===== config.mk =====
export PLATFORM = sky130hd
export DESIGN_NAME = row_sat_accum
export DESIGN_NICKNAME = d
export VERILOG_FILES = /design/src/rtl/row_sat_accum_pkg.sv /design/src/rtl/row_sat_accum_seq.sv /design/src/rtl/row_sat_accum_dp.sv /design/src/rtl/row_sat_accum.sv
export SDC_FILE = /design/constraint.sdc
export NUM_CORES = 1
export LEC_CHECK = 0
export BUFFER_PORTS_ARGS = -buffer_cell sky130_fd_sc_hd__buf_4
export CAP_MARGIN = 10
export CORE_ASPECT_RATIO = 0.9
export CORE_MARGIN = 1.5
export CORE_UTILIZATION = 35
export CTS_CLUSTER_SIZE = 25
export DETAILED_ROUTE_END_ITERATION = 10
export PLACE_DENSITY_LB_ADDON = 0.08
export SYNTH_ARGS = -nofsm -noshare
export SYNTH_HDL_FRONTEND = slang
export SYNTH_SLANG_ARGS = --single-unit

===== constraint.sdc =====
create_clock -name clk -period 11.42 [get_ports clk]
set_input_delay 1.142 -clock clk [delete_from_list [all_inputs] [get_ports clk]]
set_output_delay 1.142 -clock clk [all_outputs]
set_load 0.1 [all_outputs]

===== src/rtl/row_sat_accum_pkg.sv =====
// Package: shared sizing defaults for the row-saturating accumulator.
// Assumes: the array is small enough that one pass fits in a plain counter.
package row_sat_accum_pkg;
    localparam int DEF_ROWS  = 2;
    localparam int DEF_COLS  = 4;
    localparam int DEF_WIDTH = 32;
    localparam int DEF_LIMIT = 100000;
endpackage


===== src/rtl/row_sat_accum_seq.sv =====
// Module: flattened row/column sequencer.
// Steps one index per cycle over ROWS*COLS elements. It flags the first
// column of each row and pulses done on the edge of the last step.
// Assumes: start is ignored while a pass runs.
module row_sat_accum_seq #(
    parameter int ROWS = 2,
    parameter int COLS = 4
) (
    input  logic                             clk,
    input  logic                             rst_n,
    input  logic                             start_i,
    output logic                             load_o,
    output logic                             busy_o,
    output logic [$clog2(ROWS*COLS+1)-1:0]   idx_o,
    output logic                             row_first_o,
    output logic                             done_o
);
    localparam int NELEM = ROWS * COLS;
    localparam int IDXW  = $clog2(NELEM + 1);
    localparam logic [IDXW-1:0] LAST_IDX = IDXW'(NELEM - 1);

    logic [IDXW-1:0] idx_q;
    logic            busy_q;
    logic            done_q;
    logic            last;

    assign load_o      = start_i && !busy_q;
    assign busy_o      = busy_q;
    assign idx_o       = idx_q;
    assign last        = (idx_q == LAST_IDX);
    assign row_first_o = ((int'(idx_q) % COLS) == 0);
    assign done_o      = done_q;

    // Advance the flat index and track the busy window of a pass.
    always_ff @(posedge clk) begin
        if (!rst_n) begin
            busy_q <= 1'b0;
            idx_q  <= '0;
            done_q <= 1'b0;
        end else begin
            done_q <= 1'b0;
            if (load_o) begin
                busy_q <= 1'b1;
                idx_q  <= '0;
            end else if (busy_q) begin
                idx_q <= idx_q + 1'b1;
                if (last) begin
                    busy_q <= 1'b0;
                    done_q <= 1'b1;
                end
            end
        end
    end

    AST_DONE_SINGLE: assert property (@(posedge clk) disable iff (!rst_n)
        done_q |=> !done_q);
    AST_DONE_AFTER_LAST: assert property (@(posedge clk) disable iff (!rst_n)
        $rose(done_q) |-> ($past(busy_q) && $past(idx_q) == LAST_IDX));
    AST_PASS_BEGINS_AT_ZERO: assert property (@(posedge clk) disable iff (!rst_n)
        $rose(busy_q) |-> idx_q == '0);
    AST_BUSY_START_IGNORED: assert property (@(posedge clk) disable iff (!rst_n)
        (start_i && busy_q && !last) |=> (busy_q && idx_q == $past(idx_q) + 1'b1));
endmodule


===== src/rtl/row_sat_accum_dp.sv =====
// Module: capture register, row-entry clamp and adder.
// On load it stores the array and clears the total. While busy it adds the
// indexed element. At the first column the total is first limited to LIMIT.
// Assumes: no wrap within a pass (sums stay inside WIDTH bits).
module row_sat_accum_dp #(
    parameter int ROWS  = 2,
    parameter int COLS  = 4,
    parameter int WIDTH = 32,
    parameter int LIMIT = 100000
) (
    input  logic                             clk,
    input  logic                             rst_n,
    input  logic                             load_i,
    input  logic                             busy_i,
    input  logic [$clog2(ROWS*COLS+1)-1:0]   idx_i,
    input  logic                             row_first_i,
    input  logic [ROWS*COLS*WIDTH-1:0]       din_i,
    output logic signed [WIDTH-1:0]          acc_o
);
    localparam int NELEM = ROWS * COLS;
    localparam logic signed [WIDTH-1:0] CEIL = WIDTH'(LIMIT);

    logic [NELEM*WIDTH-1:0]   data_q;
    logic signed [WIDTH-1:0]  acc_q;
    logic signed [WIDTH-1:0]  elem;
    logic signed [WIDTH-1:0]  base;

    assign elem  = $signed(data_q[int'(idx_i)*WIDTH +: WIDTH]);
    assign acc_o = acc_q;

    // Pick the addend base: the clamped total at row entry, else the total.
    always_comb begin
        base = acc_q;
        if (row_first_i && (acc_q > CEIL)) base = CEIL;
    end

    // Capture the array on load; accumulate one element per busy cycle.
    always_ff @(posedge clk) begin
        if (!rst_n) begin
            data_q <= '0;
            acc_q  <= '0;
        end else if (load_i) begin
            data_q <= din_i;
            acc_q  <= '0;
        end else if (busy_i) begin
            acc_q <= base + elem;
        end
    end

    AST_CLAMP_ABOVE: assert property (@(posedge clk) disable iff (!rst_n)
        (busy_i && !load_i && row_first_i && acc_q > CEIL) |=> acc_q == CEIL + $past(elem));
    AST_NEG_UNTOUCHED: assert property (@(posedge clk) disable iff (!rst_n)
        (busy_i && !load_i && acc_q < 0) |=> acc_q == $past(acc_q) + $past(elem));
    AST_HOLD_IDLE: assert property (@(posedge clk) disable iff (!rst_n)
        (!busy_i && !load_i) |=> $stable(acc_q));
    AST_LOAD_CLEARS: assert property (@(posedge clk) disable iff (!rst_n)
        load_i |=> acc_q == '0);
endmodule


===== src/rtl/row_sat_accum.sv =====
// Module: top of the row-saturating nested array accumulator.
// Joins the flattened sequencer with the clamp/add datapath. The result is
// the running total register, valid while done_o pulses and held afterwards.
// Assumes: start_i is a pulse; repeats during a pass are dropped.
module row_sat_accum
    import row_sat_accum_pkg::*;
#(
    parameter int ROWS  = DEF_ROWS,
    parameter int COLS  = DEF_COLS,
    parameter int WIDTH = DEF_WIDTH,
    parameter int LIMIT = DEF_LIMIT
) (
    input  logic                        clk,
    input  logic                        rst_n,
    input  logic                        start_i,
    input  logic [ROWS*COLS*WIDTH-1:0]  din_i,
    output logic [WIDTH-1:0]            result_o,
    output logic                        done_o
);
    localparam int IDXW = $clog2(ROWS * COLS + 1);

    logic            load;
    logic            busy;
    logic [IDXW-1:0] idx;
    logic            row_first;
    logic signed [WIDTH-1:0] acc;

    row_sat_accum_seq #(.ROWS(ROWS), .COLS(COLS)) seq_i (
        .clk(clk), .rst_n(rst_n), .start_i(start_i), .load_o(load),
        .busy_o(busy), .idx_o(idx), .row_first_o(row_first), .done_o(done_o)
    );

    row_sat_accum_dp #(.ROWS(ROWS), .COLS(COLS), .WIDTH(WIDTH), .LIMIT(LIMIT)) dp_i (
        .clk(clk), .rst_n(rst_n), .load_i(load), .busy_i(busy), .idx_i(idx),
        .row_first_i(row_first), .din_i(din_i), .acc_o(acc)
    );

    assign result_o = acc;

    AST_DONE_HOLDS: assert property (@(posedge clk) disable iff (!rst_n)
        (done_o && !start_i) |=> $stable(result_o));
endmodule


-- Word level (Yosys, flattened, before mapping)
Index checks and enable logic that the tools add are counted.
- RAM bits: 0
- memory bits (read-only): 0
- output and inout port bits: 33
- memories: 0
- input port bits: 259
- bits in latches: 0
- word-level logic and storage cells: 23
- bits in registers: 294
- shift-type cells: 1
- $mul: 0
- equal/unequal tests: 1
- reduce and logical (&&, ||, !) cells: 6
- muxes and demuxes: 5
- add/sub/neg operators: 2
- divide/modulo/power cells: 0
- magnitude comparators: 1
- bitwise gates (word level): 2
- operators by type and width (kind ; number):
    256-bit by 10-bit variable part select with 32-bit output ; 1
    32-bit adder ; 1
    32-bit by 18-bit greater-than comparator with 1-bit output, second input constant ; 1
    32-bit zero test ; 1
    32-bit 2-to-1 mux ; 1
    4-bit by 1-bit adder with 4-bit output, second input constant ; 1
    4-bit by 3-bit equality test with 1-bit output, second input constant ; 1
    1-bit 2-to-1 mux ; 4
    3-bit OR reduction ; 1
    1-bit logical AND ; 2
    1-bit inverter ; 2
    2-bit OR reduction ; 1
    1-bit zero test ; 1

-- Depth between registers and ports, before layout
Gate-level depths: netlist (run 1).
- depth in word-level cells: 4
- mapped depth: 18
- gate-level depth less buffers: 17

-- Modules after synthesis
Synthesis (run 1) repeated with hierarchy kept, for this count alone.
- cells, all modules: 1386
- area, all modules: 14816.7 µm²
- modules (own cells, without submodules) (module ; seq. area each (µm²) ; times used ; cells an instance ; area each (µm²)):
    row_sat_accum_dp ; 5765.5 ; 1 ; 1357 ; 14530.2
    row_sat_accum_seq ; 120.1 ; 1 ; 29 ; 286.5

-- Worst setup path before layout (run 1)
Ideal clock, no wire load.
- path type: reg2reg
- from: register dp_i.acc_q[9], in the netlist dp_i.acc_o[9]
- to: register dp_i.acc_q[16], in the netlist dp_i.acc_o[16]
- data arrival time: 4.354 ns
- path slack: 6.971 ns
- data required time: 11.325 ns
- cell stages (with the launch flop): 18
- path buffers: 1
- period minus slack after synthesis: 4.449 ns
- library setup time: 0.095 ns
- cells stage by stage: dfxtp_1 > and4b_1 > nand3_1 > o21ai_0 > a31oi_1 > nor3b_2 > clkbuf_1 > nor2b_1 > ha_1 > fa_1 > a211oi_2 > o21ai_1 > a21oi_2 > o21bai_1 > a21o_1 > a2111oi_1 > a31oi_1 > o311ai_1
- longest elaborated chain between the ends: 4
- ends and longest elaborated chain (element ; RTL line ; source):
    start, declared ; row_sat_accum_dp.sv:24 ; logic signed [WIDTH-1:0] acc_q;
    start signal, assigned ; row_sat_accum_dp.sv:46 ; acc_q <= base + elem;
    32-bit by 18-bit greater-than comparator with 1-bit output ; row_sat_accum_dp.sv:34 ; if (row_first_i && (acc_q > CEIL)) base = CEIL;
    1-bit logical AND ; row_sat_accum_dp.sv:34 ;
    32-bit 2-to-1 mux (*) ; row_sat_accum_dp.sv:34 ;
    32-bit adder (*) ; row_sat_accum_dp.sv:46 ;
Every way passes the cells marked *; elsewhere a longest branch is shown, timed or not.
A chain may end at the register's enable or synchronous reset.

-- Worst setup path in the final report (run 1)
- from: register seq_i.idx_q[0], in the netlist seq_i.idx_o[0]
- to: register dp_i.acc_q[16], in the netlist dp_i.acc_o[16]
- longest elaborated chain between the ends: 4
- elaborated cells on any way between the ends: 5
- classes of those cells: 1 x add/sub; 1 x shift; 1 x mux; 2 x reduce/logical
- ends and longest elaborated chain (element ; RTL line ; source):
    start, declared ; row_sat_accum_seq.sv:22 ; logic [IDXW-1:0] idx_q;
    start signal, assigned ; row_sat_accum_seq.sv:46 ; idx_q <= idx_q + 1'b1;
    branches (longest 3 deep; another with 256-bit by 10-bit variable part select with 32-bit output) ; n/a ;
    32-bit adder (*) ; row_sat_accum_dp.sv:46 ;
Mark *: on every way between the ends.

==> impl_results.md, run 1 <==
- Critical-path cell list: buf_4 -> mux4_2 -> mux2i_1 -> nor2_1 -> ha_1 -> fa_1 -> a211oi_2 -> o21ai_1 -> a21oi_2 -> o21bai_1 -> a21o_1 -> a2111oi_1 -> a31oi_1 -> o311ai_1
- Fin. Hold Viols: 0
- Commonest non-fill, non-tap cells in the layout: nand2_1, buf_4, dfxtp_1
- Final cycle utilization of the critical path: 0.422
- Max Clock Freq: roughly 210 MHz
- Post-route DRC violation count: 0
- Die Y: 197 um
- Tightest Pin Transition: roughly 1.1 ns
- DR vias/cell: 5.05
- I/O pins: ~300
- Fraction of layout cells with a size suffix above 1: 0.232
- Clock Path Buffers: 3
- Die X: around 220 um
- Number of synthesized register bits: around 300
- Vias: around 13000
- Status: finished, final reports clean
- Worst Path Required: about 12 ns
- Initial antenna violation count: 0
- TritonRoute pass-1 iters: 5
- Async set-reset flop share out of synthesis: 0
- Worst rel slew slack: 0.293
- Clock share of power: 0.425
- Number of distinct library cells after synthesis: 62
- Post-CTS Setup Inserts: 0
- Fill count: 4113
- Hpwl dp: 34100 um
- Inserted Diodes: 0
- Initial Util: 0.358
- Number of global-route vias before repair: 12000
- P_sw: between 700 and 800 uW
- Core Footprint: around 41000 sq um
- Final setup viols: 0
- Most common cell after layout, fill and taps aside: nand2_1
- Syn Area/Cell: 8.60 sq um
- Ys flop type: dfxtp_1
- Fin util: 0.448
- Mapped Cells: 1700
- Row cnt: 70
- Routed Antenna Nets: 0
- Max cap viols: 0
- Synth warnings: 0
- Critical path fanouts, max: 39
- Critical path type: flip-flop to flip-flop
- First-pass GRT wire length: around 71000 um
- GRT Total Usage: 0.218
- Final nets: about 2200
- # port buffers: just under 300
- Total grt overflow: 0
- Worst Setup End Kind: flip-flop
- Worst-Skew Late Latency: 0.53 ns
- Worst setup SP type: flip-flop
- TNS Setup: 0 ns
- Hold_buf cts: 0
- Post-Syn Area: roughly 15000 sq um
- Post-cts gate resize count: 0
- Sw Share: 0.273
- Sequential area share after synthesis: 0.402
- Peak VDD IR: ~0.000079 V
- Critical path arrival: about 5.3 ns
- Delay-heaviest family, CP: compound AO/OA/AOI/OAI gates
- Placer's final routability congestion estimate: just under 0.9
- Crit path buf inv count: 1
- Worst Skew: about 0.016 ns
- Iteration-0 DRC Markers: 855
- CP max stage delay: between 0.7 and 0.8 ns
- Register share of total power: 0.410
- WL final: between 40000 and 50000 um
- Hold slack: approximately 0.46 ns
- CTS tree: done
- Root Buffer Master: clkbuf_16
- Max Slew Vio Count: 0
- Cell Pwr Density: between 100 and 150 nW/um^2
- RSZ-0062 raised after global routing: no
- Crit path time final: between 4 and 5 ns
- Post-synth EDFFs: 0
- Total clock buffers created by CTS: 35
- Leakage power: around 7.3 nW
- Hold Crit Class: flip-flop to flip-flop
- Per-cell routed wire length: 19.2 um
- Combinational fraction of design power: 0.165
- Die area: approximately 43000 sq um
- Layout area overhead: 25.2%
- Clk sinks: just under 300
- CTS clk-pin slew, worst paths: 0.06 ns
- Slowest cell on crit path: dfxtp_4
- CTS H-Tree Depth: 2
- Internal power: between 1.5 and 2 mW
- Syn nets: ~2000
- Largest net degree at the start of global routing: 210
[cell usage after synthesis (2+ instances only)]
cell type	instances	share of area
a21oi_1	24	0.0082
dfxtp_1	294	0.40
inv_1	14	0.0036
nand3_1	15	0.0051
clkbuf_1	106	0.027
o21a_1	3	0.0015
mux2i_1	43	0.029
nor2b_1	27	0.012
a21oi_2	4	0.0024
xnor2_1	15	0.0090
o22ai_1	11	0.0047
xor2_1	11	0.0066
a311oi_1	3	0.0018
or2_2	7	0.0030
o211ai_1	4	0.0021
mux4_2	64	0.099
buf_4	3	0.0015
a31oi_1	7	0.0030
or3_1	4	0.0017
o21ai_1	7	0.0024
nor3_1	13	0.0044
a21boi_0	256	0.13
a211oi_1	7	0.0036
ha_1	33	0.028
nor4_1	4	0.0017
buf_2	8	0.0027
nand4_1	8	0.0034
buf_1	10	0.0026
o21ai_0	15	0.0051
nor2_1	82	0.021
o21bai_1	4	0.0021
nand2_1	553	0.14
o31ai_1	2	0.0010
a21o_1	11	0.0056
[worst paths after layout]
kind                     from  slack, ns               end  depth (start not counted)
max            seq_i.idx_o[0]       6.60    dp_i.acc_o[16]                         14
min          dp_i.data_q[192]       0.46  dp_i.data_q[192]                          2
max reg2reg    seq_i.idx_o[0]       6.60    dp_i.acc_o[16]                         14
min reg2reg  dp_i.data_q[192]       0.46  dp_i.data_q[192]                          2
[worst register-to-register path, cell delays in order, from the launching register on]
cell and delay, ns:
dfxtp_4 0.77, buf_4 0.75, mux4_2 0.60, mux2i_1 0.14
nor2_1 0.06, ha_1 0.22, fa_1 0.45, a211oi_2 0.32
o21ai_1 0.19, a21oi_2 0.28, o21bai_1 0.18, a21o_1 0.22
a2111oi_1 0.38, a31oi_1 0.09, o311ai_1 0.09
[per-layer routing]
layer	GRT usage	vias to the layer above	routed length (um)
met1	0.307	5944	22400
met5	0	-	0
met2	0.344	299	21900
li1	-	6222	-
met4	0.0587	0	931
met3	0.0363	45	2390
[area by class of cell]
class,count,area (sq um),share of cell area
multi-input cells,1264,8190,0.447
flip-flops and latches,294,5900,0.322
repair buffers,303,2290,0.125
clock buffers,53,1070,0.0587
well taps,540,676,0.0369
clock inverters,8,134,0.00731
inverters,14,52.6,0.00287
[registers in the layout, summed over array words and instances (netlist names)]
name / flops
seq_i.idx_o: 4
dp_i.data_q: 256
seq_i.busy_o: 1
seq_i.done_o: 1
dp_i.acc_o: 32
[per-stage QoR]
step | area (sq um) | total power, mW | instances | setup slack, ns
finish | 18300 | 2.74 | 2476 | 6.60
global route | 18300 | 2.86 | 2476 | 6.14
CTS | 18300 | 2.77 | 2476 | 6.48
detailed placement | 17100 | 1.60 | 2415 | 6.52
global placement | 17100 | 1.60 | 2415 | 6.48
floorplan | 14600 | 1.42 | 1700 | 6.97
[power by group through the flow]
| stage | sequential (mW) | clock [mW] | combinational, mW |
|---|---|---|---|
| finish | 1.12 | 1.16 | 0.453 |
| global route | 1.13 | 1.24 | 0.494 |
| CTS | 1.12 | 1.19 | 0.457 |
| detailed placement | 1.15 | 0 | 0.456 |
| global placement | 1.14 | 0 | 0.454 |
| floorplan | 1.17 | 0 | 0.255 |
[kinds of logic after synthesis]
family / Yosys count / share of synthesized area
adder cells (fa/ha/maj): 34 / 0.0296
flip-flops: 294 / 0.402
multiplexers: 108 / 0.129
AND/OR/NAND/NOR: 723 / 0.200
AO/OA/AOI/OAI: 373 / 0.186
buffers and inverters: 142 / 0.0384
XOR/XNOR: 26 / 0.0156
Note: power is estimated with default switching activity, not from simulation.
==> inputs of run 2 (changes only) <==
- clock period: 11.42 -> 4.98 ns (I/O delays scaled with it)
==> run 2 against run 1 <==
Die area did not move. Setup slack got worse by 5.8 ns. Flip-flop and latch count did not move. Register-to-register slack got worse by 5.8 ns. Sequential power rose by 130%. Global-route usage rose by 0.062 points. Via count rose by 0.67%. Count of clock-buffer cells in the layout fell by 9.
==> impl_results.md, run 2 (synthesis gave the netlist of run 1 again) <==
- Max Clock Freq: 241 MHz
- Row cnt: 70
- Hpwl dp: 35100 um
- Most common cell after layout, fill and taps aside: nand2_1
- Number of cells on the worst hold path: 3
- TritonRoute pass-1 iters: 5
- Post-Place Cells: about 2400
- Critical path arrival: 4.53 ns
- Fin util: 0.447
- Worst setup SP type: flip-flop
- Worst-Skew Late Latency: about 0.52 ns
- Fin. Hold Viols: 0
- Die Y: slightly below 200 um
- Commonest non-fill, non-tap cells in the layout: nand2_1, buf_4, dfxtp_1
- Critical path type: flip-flop to flip-flop
- Final setup viols: 0
- Leakage power: a little over 7 nW
- Total grt overflow: 0
- Tightest Pin Transition: a little over 1 ns
- CP max stage delay: approximately 0.67 ns
- Die area: 43000 sq um
- Initial antenna violation count: 0
- Per-cell routed wire length: between 15 and 20 um
- Post-CTS Setup Inserts: 0
- CTS H-Tree Depth: 2
- Inserted Diodes: 0
- RSZ-0062 raised after global routing: no
- Largest net degree at the start of global routing: ~180
- Delay-heaviest family, CP: compound AO/OA/AOI/OAI gates
- Max Slew Vio Count: 0
- First-pass GRT wire length: roughly 70000 um
- Fill count: 4064
- Crit path time final: approximately 4.1 ns
- Number of global-route vias before repair: around 12000
- Crit path buf inv count: 1
- Initial Util: 0.358
- WL final: ~48000 um
- Worst Setup End Kind: flip-flop
- Post-cts gate resize count: 0
- CTS clk-pin slew, worst paths: 0.06 ns
- I/O pins: just under 300
- Vias: about 13000
- # port buffers: roughly 290
- Cell Pwr Density: ~330 nW/um^2
- Critical-path cell list: buf_12 -> mux4_2 -> mux2i_1 -> nor2_1 -> ha_1 -> nand3_1 -> nor3_1 -> a21oi_2 -> o21bai_1 -> a21o_1 -> a2111oi_1 -> a31oi_1 -> o311ai_1
- Hold_buf cts: 0
- Worst Skew: about 0.015 ns
- Root Buffer Master: clkbuf_16
- Fraction of layout cells with a size suffix above 1: 0.235
- Slowest cell on crit path: dfxtp_4
- Reg2Reg Capture Point: dp_i.acc_o[16]
- Critical path fanouts, max: 24
- Iteration-0 DRC Markers: 950
- R2r worst-path depth: 13
- Worst Path Required: between 5 and 6 ns
- GRT Total Usage: 0.219
- Clock Path Buffers: 3
- Final Non-Filler Cells: about 2500
- Worst rel slew slack: 0.316
- Layout area overhead: 25.1%
- RR Startpoint: seq_i.idx_o[0]
- Reg2Reg Setup Slack: about 0.83 ns
- Worst Hold End: dp_i.data_q[228]
- Hold Crit Class: input port to flip-flop
- Die X: 218 um
- TNS Setup: 0 ns
- CTS tree: done
- Status: finished, final reports clean
- Final nets: ~2200
- Placer's final routability congestion estimate: slightly above 0.9
- Hold slack: ~0.24 ns
- Max reg flops: roughly 260
- Overall power: roughly 6 mW
- Total clock buffers created by CTS: 35
- Max cap viols: 0
- DR vias/cell: ~5
- Min-delay src: din_i[228]
- Peak VDD IR: roughly 0.00019 V
- Reg with most FFs: dp_i.data_q
- Core Footprint: 40900 sq um
- Clk sinks: a little under 300
- Routed Antenna Nets: 0
- Post-route DRC violation count: 0
- Final cycle utilization of the critical path: 0.833
run 2: cell types whose count changed in the layout (fill, tap and decap cells not counted):
cell and delta:
bufinv_16 -1, clkinv_2 +6, clkbuf_8 -6, buf_4 +6, clkbuf_16 -1, clkinv_8 -1, clkinv_4 -1, clkbuf_1 -2
buf_12 +4
run 2: stage by stage:
| step | area (sq um) | setup WS (ns) |
|---|---|---|
| global route | 18300 | 0.529 |
| finish | 18300 | 0.832 |
| floorplan | 14600 | 0.531 |
| detailed placement | 17200 | 0.847 |
| CTS | 18300 | 0.836 |
| global placement | 17200 | 0.856 |
run 2: worst reg2reg max path, cell delays in order (launching register included):
cell       delay (ns)
dfxtp_4          0.67
buf_12           0.32
mux4_2           0.57
mux2i_1          0.40
nor2_1           0.12
ha_1             0.37
nand3_1          0.11
nor3_1           0.41
a21oi_2          0.16
o21bai_1         0.31
a21o_1           0.19
a2111oi_1        0.08
a31oi_1          0.20
o311ai_1         0.11
run 2: layout make-up:
class / count / area, sq um / share of cell area
Tap cell: 540 / 676 / 0.0369
Sequential cell: 294 / 5900 / 0.322
Multi-Input combinational cell: 1264 / 8190 / 0.448
Timing Repair Buffer: 313 / 2420 / 0.132
Clock inverter: 11 / 109 / 0.00595
Inverter: 14 / 52.6 / 0.00287
Clock buffer: 44 / 960 / 0.0524
run 2: where the power goes:
group	switching, mW	internal (mW)	total [mW]	leakage (nW)
combinational	0.625	0.447	1.07	4.33
clock	0.989	1.46	2.44	0.536
sequential	0.0841	2.49	2.57	2.41
total	1.70	4.39	6.09	7.28
run 2: worst max path at each step:
stage,from,to,slack [ns],cells after the start
after floorplan,dp_i.acc_o[9],dp_i.acc_o[16],0.53,17
after global placement,dp_i.acc_o[11],dp_i.acc_o[16],0.86,17
after detailed placement,seq_i.idx_o[0],dp_i.acc_o[16],0.85,13
after CTS,seq_i.idx_o[0],dp_i.acc_o[16],0.84,13
after global routing,dp_i.acc_o[11],dp_i.acc_o[10],0.53,17
final,seq_i.idx_o[0],dp_i.acc_o[16],0.83,13
run 2: metal layers:
layer  wire length (um)  share of wire  GRT usage
met3               2480          0.052     0.0367
met5                  0              0          0
met4               1070          0.022     0.0572
met2              21800           0.45      0.341
met1              22800           0.47      0.311
